===== config.mk =====
export PLATFORM = sky130hd
export DESIGN_NAME = aclk_ratio_detect
export DESIGN_NICKNAME = d
export VERILOG_FILES = /design/src/rtl/aclk_ratio_pkg.sv /design/src/rtl/aclk_frame_sync.sv /design/src/rtl/aclk_period_counter.sv /design/src/rtl/aclk_ratio_classify.sv /design/src/rtl/aclk_lock_filter.sv /design/src/rtl/aclk_ratio_detect.sv
export SDC_FILE = /design/constraint.sdc
export NUM_CORES = 1
export LEC_CHECK = 0
export BUFFER_PORTS_ARGS = -buffer_cell sky130_fd_sc_hd__buf_2
export CAP_MARGIN = 5
export CORE_UTILIZATION = 53
export DETAILED_ROUTE_END_ITERATION = 7
export PLACE_DENSITY = 0.8
export SYNTH_ARGS = -nofsm -noshare
export SYNTH_HDL_FRONTEND = slang
export SYNTH_SLANG_ARGS = --single-unit

===== constraint.sdc =====
create_clock -name mclk -period 2.19 [get_ports mclk]
set_clock_uncertainty 0.05 [all_clocks]
set_input_delay 0 -clock mclk [delete_from_list [all_inputs] [get_ports mclk]]
set_output_delay 0 -clock mclk [all_outputs]
set_load 0.01 [all_outputs]

===== src/rtl/aclk_ratio_pkg.sv =====
// Shared constants and helpers for the clock ratio detector.
// Assumes the ratio codes are dense from 0 and that code 7 is free to mean "invalid".
package aclk_ratio_pkg;

    localparam int unsigned CODE_W = 3;
    localparam logic [CODE_W-1:0] CODE_INVALID = 3'd7;

    // Effective ratio for code idx: even codes are base<<k, odd codes are 1.5*base<<k.
    function automatic int unsigned code_ratio(int unsigned base, int unsigned idx);
        int unsigned step;
        step = ((idx % 2) != 0) ? (base * 3) / 2 : base;
        return step << (idx / 2);
    endfunction

endpackage


===== src/rtl/aclk_frame_sync.sv =====
// Brings the asynchronous frame clock into the master domain and flags rising edges.
// Assumes the frame clock high and low phases each last several master cycles.
module aclk_frame_sync (
    input  logic clk,
    input  logic rst_n,
    input  logic frame_async,
    output logic rise_o
);

    logic meta_q;
    logic sync_q;
    logic prev_q;

    // Two-stage synchronizer plus one delay stage for edge detection.
    always_ff @(posedge clk) begin
        if (!rst_n) begin
            meta_q <= 1'b0;
            sync_q <= 1'b0;
            prev_q <= 1'b0;
        end else begin
            meta_q <= frame_async;
            sync_q <= meta_q;
            prev_q <= sync_q;
        end
    end

    // A rising edge is a new high level after a low one.
    assign rise_o = sync_q & ~prev_q;

    // an edge pulse lasts exactly one cycle.
    p_rise_single_r8: assert property (@(posedge clk) disable iff (!rst_n)
        rise_o |=> !rise_o);

endmodule


===== src/rtl/aclk_period_counter.sv =====
// Counts master cycles between rising frame edges and reports each completed period.
// Assumes the first edge after reset only opens a measurement. The count saturates just above MAX_RAW.
module aclk_period_counter #(
    parameter int unsigned MAX_RAW = 1024,
    parameter int unsigned CNT_W   = 11
) (
    input  logic             clk,
    input  logic             rst_n,
    input  logic             rise_i,
    output logic             meas_stb_o,
    output logic [CNT_W-1:0] period_o,
    output logic             timeout_o
);

    logic [CNT_W-1:0] cnt_q;
    logic             primed_q;

    // Restart at 1 on an edge; otherwise count up and hold once past the limit.
    always_ff @(posedge clk) begin
        if (!rst_n) begin
            cnt_q    <= '0;
            primed_q <= 1'b0;
        end else if (rise_i) begin
            cnt_q    <= CNT_W'(1);
            primed_q <= 1'b1;
        end else if (cnt_q <= CNT_W'(MAX_RAW)) begin
            cnt_q <= cnt_q + CNT_W'(1);
        end
    end

    assign meas_stb_o = rise_i & primed_q;
    assign period_o   = cnt_q;
    assign timeout_o  = ~rise_i & (cnt_q >= CNT_W'(MAX_RAW));

    // a fresh measurement restarts the count, so no timeout can follow straight after.
    p_no_timeout_after_meas_r7: assert property (@(posedge clk) disable iff (!rst_n)
        meas_stb_o |=> !timeout_o);

endmodule


===== src/rtl/aclk_ratio_classify.sv =====
// Matches a measured period against the legal ratio set and returns its code.
// Assumes the ratio table is ascending, so a lower code wins if two entries ever coincide.
module aclk_ratio_classify
    import aclk_ratio_pkg::*;
#(
    parameter int unsigned BASE_RATIO = 128,
    parameter int unsigned NUM_CODES  = 5,
    parameter int unsigned CNT_W      = 11
) (
    input  logic [CNT_W-1:0]  period_i,
    input  logic              half_i,
    output logic [CODE_W-1:0] code_o,
    output logic              match_o
);

    logic [CNT_W-1:0]     eff;
    logic                 eff_ok;
    logic [NUM_CODES-1:0] hit;

    // A halved master clock needs an even raw count before halving.
    assign eff    = half_i ? (period_i >> 1) : period_i;
    assign eff_ok = ~(half_i & period_i[0]);

    for (genvar i = 0; i < NUM_CODES; i++) begin : g_cmp
        assign hit[i] = eff_ok && (eff == CNT_W'(code_ratio(BASE_RATIO, i)));
    end

    // Pick the lowest matching code, or the invalid code when none matches.
    always_comb begin
        code_o = CODE_INVALID;
        for (int i = NUM_CODES - 1; i >= 0; i--) begin
            if (hit[i]) code_o = CODE_W'(i);
        end
    end

    assign match_o = |hit;

endmodule


===== src/rtl/aclk_lock_filter.sv =====
// Holds the last ratio code and asserts valid after LOCK_FRAMES identical measurements.
// Assumes the measurement strobe and the timeout are never high in the same cycle.
module aclk_lock_filter
    import aclk_ratio_pkg::*;
#(
    parameter int unsigned NUM_CODES   = 5,
    parameter int unsigned DBL_CODES   = 2,
    parameter int unsigned LOCK_FRAMES = 3
) (
    input  logic              clk,
    input  logic              rst_n,
    input  logic              meas_stb_i,
    input  logic              match_i,
    input  logic [CODE_W-1:0] code_i,
    input  logic              timeout_i,
    output logic [CODE_W-1:0] ratio_code_o,
    output logic              double_o,
    output logic              valid_o
);

    localparam int unsigned RUN_W = $clog2(LOCK_FRAMES + 1);
    localparam logic [RUN_W-1:0] RUN_LOCK = RUN_W'(LOCK_FRAMES);

    logic [CODE_W-1:0] last_q;
    logic [RUN_W-1:0]  run_q;
    logic              valid_q;
    logic [RUN_W-1:0]  run_inc;

    assign run_inc = (run_q == RUN_LOCK) ? run_q : run_q + RUN_W'(1);

    // Track the run of identical codes; a bad frame or a timeout clears it.
    always_ff @(posedge clk) begin
        if (!rst_n) begin
            last_q  <= CODE_INVALID;
            run_q   <= '0;
            valid_q <= 1'b0;
        end else if (timeout_i || (meas_stb_i && !match_i)) begin
            last_q  <= CODE_INVALID;
            run_q   <= '0;
            valid_q <= 1'b0;
        end else if (meas_stb_i && code_i == last_q) begin
            run_q   <= run_inc;
            valid_q <= (run_inc >= RUN_LOCK);
        end else if (meas_stb_i) begin
            last_q  <= code_i;
            run_q   <= RUN_W'(1);
            valid_q <= (LOCK_FRAMES <= 1);
        end
    end

    assign valid_o      = valid_q;
    assign ratio_code_o = valid_q ? last_q : CODE_INVALID;
    assign double_o     = valid_q && (last_q < CODE_W'(DBL_CODES));

    // a matched measurement always carries a code from the legal set.
    p_match_code_legal_r2: assert property (@(posedge clk) disable iff (!rst_n)
        (meas_stb_i && match_i) |-> (code_i < CODE_W'(NUM_CODES)));

    // a measurement matching no ratio leaves valid low on the next cycle.
    p_mismatch_drops_r5: assert property (@(posedge clk) disable iff (!rst_n)
        (meas_stb_i && !match_i) |=> !valid_o);

    // valid only rises on the cycle after a measurement.
    p_valid_rise_on_meas_r6: assert property (@(posedge clk) disable iff (!rst_n)
        $rose(valid_o) |-> $past(meas_stb_i));

    // a timeout leaves valid low on the next cycle.
    p_timeout_drops_r7: assert property (@(posedge clk) disable iff (!rst_n)
        timeout_i |=> !valid_o);

endmodule


===== src/rtl/aclk_ratio_detect.sv =====
// Top level: synchronize the frame clock, measure its period, classify it and filter for lock.
// Assumes mclk_div2 is static or changes only while the result is not relied upon.
module aclk_ratio_detect
    import aclk_ratio_pkg::*;
#(
    parameter int unsigned BASE_RATIO  = 128,
    parameter int unsigned NUM_CODES   = 5,
    parameter int unsigned DBL_CODES   = 2,
    parameter int unsigned LOCK_FRAMES = 3
) (
    input  logic              mclk,
    input  logic              rst_n,
    input  logic              frame_clk,
    input  logic              mclk_div2,
    output logic [CODE_W-1:0] ratio_code,
    output logic              double_speed,
    output logic              ratio_valid
);

    localparam int unsigned MAX_EFF = code_ratio(BASE_RATIO, NUM_CODES - 1);
    localparam int unsigned MAX_RAW = 2 * MAX_EFF;
    localparam int unsigned CNT_W   = $clog2(MAX_RAW + 2);

    logic              rise;
    logic              meas_stb;
    logic              timeout;
    logic [CNT_W-1:0]  period;
    logic [CODE_W-1:0] code;
    logic              match;

    aclk_frame_sync u_sync (
        .clk         (mclk),
        .rst_n       (rst_n),
        .frame_async (frame_clk),
        .rise_o      (rise)
    );

    aclk_period_counter #(.MAX_RAW(MAX_RAW), .CNT_W(CNT_W)) u_count (
        .clk        (mclk),
        .rst_n      (rst_n),
        .rise_i     (rise),
        .meas_stb_o (meas_stb),
        .period_o   (period),
        .timeout_o  (timeout)
    );

    aclk_ratio_classify #(.BASE_RATIO(BASE_RATIO), .NUM_CODES(NUM_CODES), .CNT_W(CNT_W)) u_class (
        .period_i (period),
        .half_i   (mclk_div2),
        .code_o   (code),
        .match_o  (match)
    );

    aclk_lock_filter #(.NUM_CODES(NUM_CODES), .DBL_CODES(DBL_CODES), .LOCK_FRAMES(LOCK_FRAMES)) u_lock (
        .clk          (mclk),
        .rst_n        (rst_n),
        .meas_stb_i   (meas_stb),
        .match_i      (match),
        .code_i       (code),
        .timeout_i    (timeout),
        .ratio_code_o (ratio_code),
        .double_o     (double_speed),
        .valid_o      (ratio_valid)
    );

    // the double-speed flag only accompanies the two lowest codes.
    p_double_low_codes_r3: assert property (@(posedge mclk) disable iff (!rst_n)
        double_speed |-> (ratio_valid && ratio_code < CODE_W'(DBL_CODES)));

    // without a lock the code always reads invalid.
    p_invalid_code_r1: assert property (@(posedge mclk) disable iff (!rst_n)
        !ratio_valid |-> (ratio_code == CODE_INVALID && !double_speed));

endmodule


[Word-level counts from Yosys, hierarchy flattened]
Cells that the tools add are included.
Cells by class
  $add $sub $neg: 2
  order comparisons: 4
  eq/ne operators: 7
  multiplexer cells: 14
  bitwise logic cells: 9
  reductions and logical operators: 16
Operators with widths (number)
  $eq A11 B8 Y1 const B: 2
  $eq A11 B9 Y1 const B: 2
  $mux W3: 5
  $add A11 B1 Y11 const B: 1
  $eq A11 B10 Y1 const B: 1
  $ge A11 B11 Y1 const B: 1
  $le A11 B11 Y1 const B: 1
  $mux W11: 1
  $logic_and A1 B1 Y1: 8
  $mux W2: 4
  $not A1 Y1: 5
  $reduce_or A5 Y1: 1
  $and A1 B1 Y1: 4
  $mux W1: 4
  $reduce_bool A2 Y1: 2
  $reduce_or A2 Y1: 2
  $eq A3 B3 Y1: 1
  $lt A3 B2 Y1 const B: 1
  $add A2 B1 Y2 const B: 1
  $eq A2 B2 Y1 const B: 1
  $ge A2 B2 Y1 const B: 1
  $reduce_and A2 Y1: 1
  $logic_not A1 Y1: 1
  $logic_or A1 B1 Y1: 1
Word-level totals
  flip-flop bits (word level): 21
  bits of input ports: 4
  output and inout port bits: 5
  word-level logic and storage cells: 61

[Depth between registers and ports, before layout]
  depth in word-level cells: 12
  mapped depth: 9
  depth with buffers taken out: 8

[Modules after synthesis]
A second synthesis with hierarchy kept.
Second synthesis, totals
  cells, all modules: 142
  area total of the unflattened synthesis: 1248.7 µm²
By module, submodules not included
  aclk_period_counter: instances 1, cells each 75, area an instance 646.9 µm², seq. area each 240.2 µm²
  aclk_lock_filter: instances 1, cells each 33, area an instance 316.6 µm², seq. area each 120.1 µm²
  aclk_ratio_classify: instances 1, cells each 27, area an instance 192.7 µm², seq. area each 0.0 µm²
  aclk_frame_sync: instances 1, cells each 7, area an instance 92.6 µm², seq. area each 60.1 µm²

[Least setup slack after synthesis]
Ideal clock, no wire load.
  path kind: register to register
  start: register u_count.cnt_q[3], in the netlist u_count.period_o[3]
  end: register u_lock.run_q[0]
  setup time: 0.125 ns
  arrival: 2.097 ns
  required time: 2.015 ns
  setup slack: -0.082 ns
  cell stages (with the launch flop): 7
  buffers on the path: 0
  clock period less this slack: 2.272 ns
  cell sequence: dfxtp_1 -> or4_4 -> or3_4 -> or3_1 -> nand4_2 -> nand2_2 -> o41a_1
Between the ends
  word-level cells in the longest chain between the ends: 11
  elaborated cells on any way between the ends: 27
  classes of those cells: order compare: 1; eq/ne: 6; mux: 7; bitwise: 1; reduce/logical: 12
Ends and longest elaborated chain
  start, declared: line aclk_period_counter.sv:15  | logic [CNT_W-1:0] cnt_q;
  start signal, assigned: line aclk_period_counter.sv:27  | cnt_q <= cnt_q + CNT_W'(1);
  $mux W11: line aclk_ratio_classify.sv:21  | assign eff = half_i ? (period_i >> 1) : period_i;
  $eq A11 B10 Y1: line aclk_ratio_classify.sv:25  | assign hit[i] = eff_ok && (eff == CNT_W'(code_ratio(BASE_RATIO, i)));
  $logic_and A1 B1 Y1: line aclk_ratio_classify.sv:25
  $mux W2: line aclk_ratio_classify.sv:32  | if (hit[i]) code_o = CODE_W'(i);
  $mux W3 (4 in series): line aclk_ratio_classify.sv:32
  $eq A3 B3 Y1: line aclk_lock_filter.sv:41  | end else if (meas_stb_i && code_i == last_q) begin
  $logic_and A1 B1 Y1: line aclk_lock_filter.sv:41
  $mux W2 or $reduce_bool A2 Y1 (tied branches)
  end signal, assigned: line aclk_lock_filter.sv:42  | run_q <= run_inc;
  end, declared: line aclk_lock_filter.sv:25  | logic [RUN_W-1:0] run_q;
Several ways; a longest one is shown, not always the timed one.
A chain may end at the register's enable or synchronous reset.

[Worst setup path in the final report]
  start: register u_count.cnt_q[5], in the netlist u_count.period_o[5]
  end: register u_lock.run_q[0]
Same word-level chain as after synthesis.

==> metrics.txt <==
min Tclk post-route=2260 ps; Crit Path Class=reg2reg; sequential share of the synthesized area=between 30% and 40%; Clock transition at path regs=roughly 120 ps; Fillers=approximately 170; Mapped Area=around 1300 µm²; DIE AREA=around 2600 µm²; Residual DRC=0; IO Port Bufs=8; CP max FO=4; outcome=finished, violations left; R2R cell count=6; Inserted Diodes=0; initial DRC count=36; GR Util All Layers=roughly 24%; RSZ-0062 raised after global routing=yes; fmax=443 MHz; worst setup margin=-66.3 ps; worst skew pair latency=approximately 300 ps; Critical Path Max Stage Delay=about 540 ps; largest net degree at the start of global routing=13; hold_ws=376 ps; violated checks=negative setup slack; Detail Route Antenna Nets=0; Placer Congestion=0.950; antenna violations before repair=0; CP Cell Sequence=or4_4 -> or3_4 -> or3_4 -> nand4_4 -> nand2_2 -> o41a_1; io pins=9; CP arrival=roughly 2400 ps; Main synth FF type=dfxtp_1; fin crit share=103%; CTS max path bufs=2; number of synthesized flops with an enable pin=0; Syn Inst Count=150; row cnt=17; layout cell share with drive strength beyond 1=28.9%; clock root buffer=clkbuf_4; Routed WL=about 2800 µm; CP endpoint kind=register; Power Density=440 nW/µm²; Syn Area/Cell=roughly 8.4 µm²; CP Launch Type=register; Hold/Removal Path Class=in2reg; Vias=between 1000 and 1500; CTS tree=yes; VDD IR-drop max=0.466 mV; wire per inst=~14 µm; vias per cell=around 5.8; placeable core area=2230 µm²; Die X=approximately 51 µm; Most Crowded Layer GR=met2; Setup violations, final=1; Slowest-stage cell, CP=or4_4; async set-or-reset flop fraction in the synthesized netlist=0%; required time worst endpoint=approximately 2300 ps; vias in the first global route=about 1100; Layout Nets=187; total of max-cap violations=0; distinct cell type count after synthesis=46; GR Util met2=42.9%; CTS HTree Levels=1; cell total after placement=201; R2R setup slack=-70 ps; Slew headroom=between 60% and 70%; Final Max Slew Viols=0; worst slew pin tran=494 ps; Static Leak=~0.6 nW; DR pass1 iterations=4; FF+latch count, synth=21; Syn Nets=156; Final HPWL DP=between 2000 and 2500 µm; total grt overflow=0; Non-Filler Instances=between 200 and 250; Layout area overhead=22.7%; M1 GR Usage=between 20% and 30%; hold path cells=6; GR Util met3=roughly 4.2%; clk sinks=21; Initial Util=between 50% and 60%; first-pass GRT wire length=between 4000 and 5000 µm; CTS buffer count=3; cell repeated most along the worst path=or3_4; Die Ht=approximately 50 µm; Synthesis Warnings=0; final hold vios=0
## cells in the mapped netlist, types with 3 or more instances
cell	n	area (µm²)
dfxtp_1	21	420
nor2_1	19	71.3
nand2_1	12	45.0
o21ai_0	8	40.0
a21oi_1	6	30.0
inv_1	5	18.8
nand2b_1	5	31.3
nor3_1	5	25.0
xnor2_1	5	43.8
xor2_1	5	43.8
and2_1	4	25.0
buf_2	4	20.0
nand3_1	4	20.0
o21a_1	3	22.5
or3_1	3	18.8
## final timing paths
check                                   start                      endpoint
max          u_count.period_o[5]$_SDFFE_PP0P_  u_lock.run_q[0]$_SDFFE_PP0P_
min                                 mclk_div2  u_lock.run_q[1]$_SDFFE_PP0P_
max reg2reg  u_count.period_o[5]$_SDFFE_PP0P_  u_lock.run_q[0]$_SDFFE_PP0P_
min reg2reg          u_sync.meta_q$_SDFF_PN0_      u_sync.sync_q$_SDFF_PN0_
## critical path: cells and delay by family (launching register included)
| family | cells | cell delay, ps |
|---|---|---|
| flip-flops | 1 | 340 |
| AO/OA/AOI/OAI | 1 | 300 |
| AND/OR/NAND/NOR | 5 | 1470 |
## sequential cells by signal, summed over array words and instances (netlist names)
name,flops
u_lock.last_q,3
u_count.period_o,11
u_sync.prev_q,1
u_sync.meta_q,1
u_lock.run_q,2
u_count.primed_q,1
u_sync.sync_q,1
u_lock.valid_o,1
## layout make-up
type / instances / area [µm²] / area share (%)
Timing Repair Buffer: 33 / 235 / 15.2
Inverter: 5 / 18.8 / 1.22
Multi-Input combinational cell: 117 / 801 / 51.9
Clock inverter: 1 / 5.00 / 0.324
Tap cell: 28 / 35.0 / 2.27
Sequential cell: 21 / 427 / 27.6
Clock buffer: 3 / 22.5 / 1.46
## report_power, final
group / switching, mW / internal [mW] / leakage (nW) / total [mW]
combinational: 0.0451 / 0.0492 / 0.409 / 0.0943
clock: 0.120 / 0.0681 / 0.0177 / 0.188
sequential: 0.00679 / 0.390 / 0.172 / 0.397
## stage by stage
stage          total power, mW  util [%]  setup slack, ps  TNS, ps  cell area [µm²]
6_report                 0.679      69.1            -66.3    -66.3             1540
5_1_grt                  0.710      69.1             -118     -514             1540
4_1_cts                  0.677      68.3            -54.3    -54.3             1530
3_5_place_dp             0.493      65.4            -73.5    -73.5             1460
3_3_place_gp             0.489      65.4             4.62        0             1460
2_1_floorplan            0.457         -            -21.1    -21.1             1270
## placed cells by master (no fill, tap or decap), drive strengths merged, types with 3 or more instances in the layout
| cell type | instances |
|---|---|
| xnor2 | 5 |
| nor3 | 5 |
| xor2 | 5 |
| inv | 5 |
| and2 | 4 |
| a21oi | 6 |
| nor2 | 19 |
| buf | 30 |
| nand3 | 4 |
| o21ai | 8 |
| dlygate4sd3 | 3 |
| clkbuf | 3 |
| nand2 | 13 |
| dfxtp | 21 |
| nand4 | 3 |
| or3 | 4 |
| nand2b | 5 |
| o21a | 3 |
## kinds of logic (layout without fill, tap and decap cells)
family	count (synthesis)	after routing	share of synthesized area, %
buffers and inverters	12	42	5.07
adder cells (fa/ha/maj)	2	2	1.99
AO/OA/AOI/OAI	33	33	19.5
flip-flops	21	21	33.4
multiplexers	2	2	1.79
XOR/XNOR	10	10	6.96
AND/OR/NAND/NOR	70	70	31.3
## timing repair
| action | CTS | global route |
|---|---|---|
| pin swaps | 1 | 2 |
| setup endpoints to repair | 4 | 5 |
| buffers inserted | 0 | 0 |
| resized for setup | 3 | 5 |
| endpoints found under the hold margin | 5 | 0 |
| hold buffers | 3 | 0 |
## layer usage
metal | share of wire [%] | vias to the layer above
li1 | - | 597
met1 | 44 | 574
met2 | 51 | 24
met3 | 3.6 | 6
met4 | 1.9 | 0
met5 | 0 | -
Power figures use the tool's default switching activity.
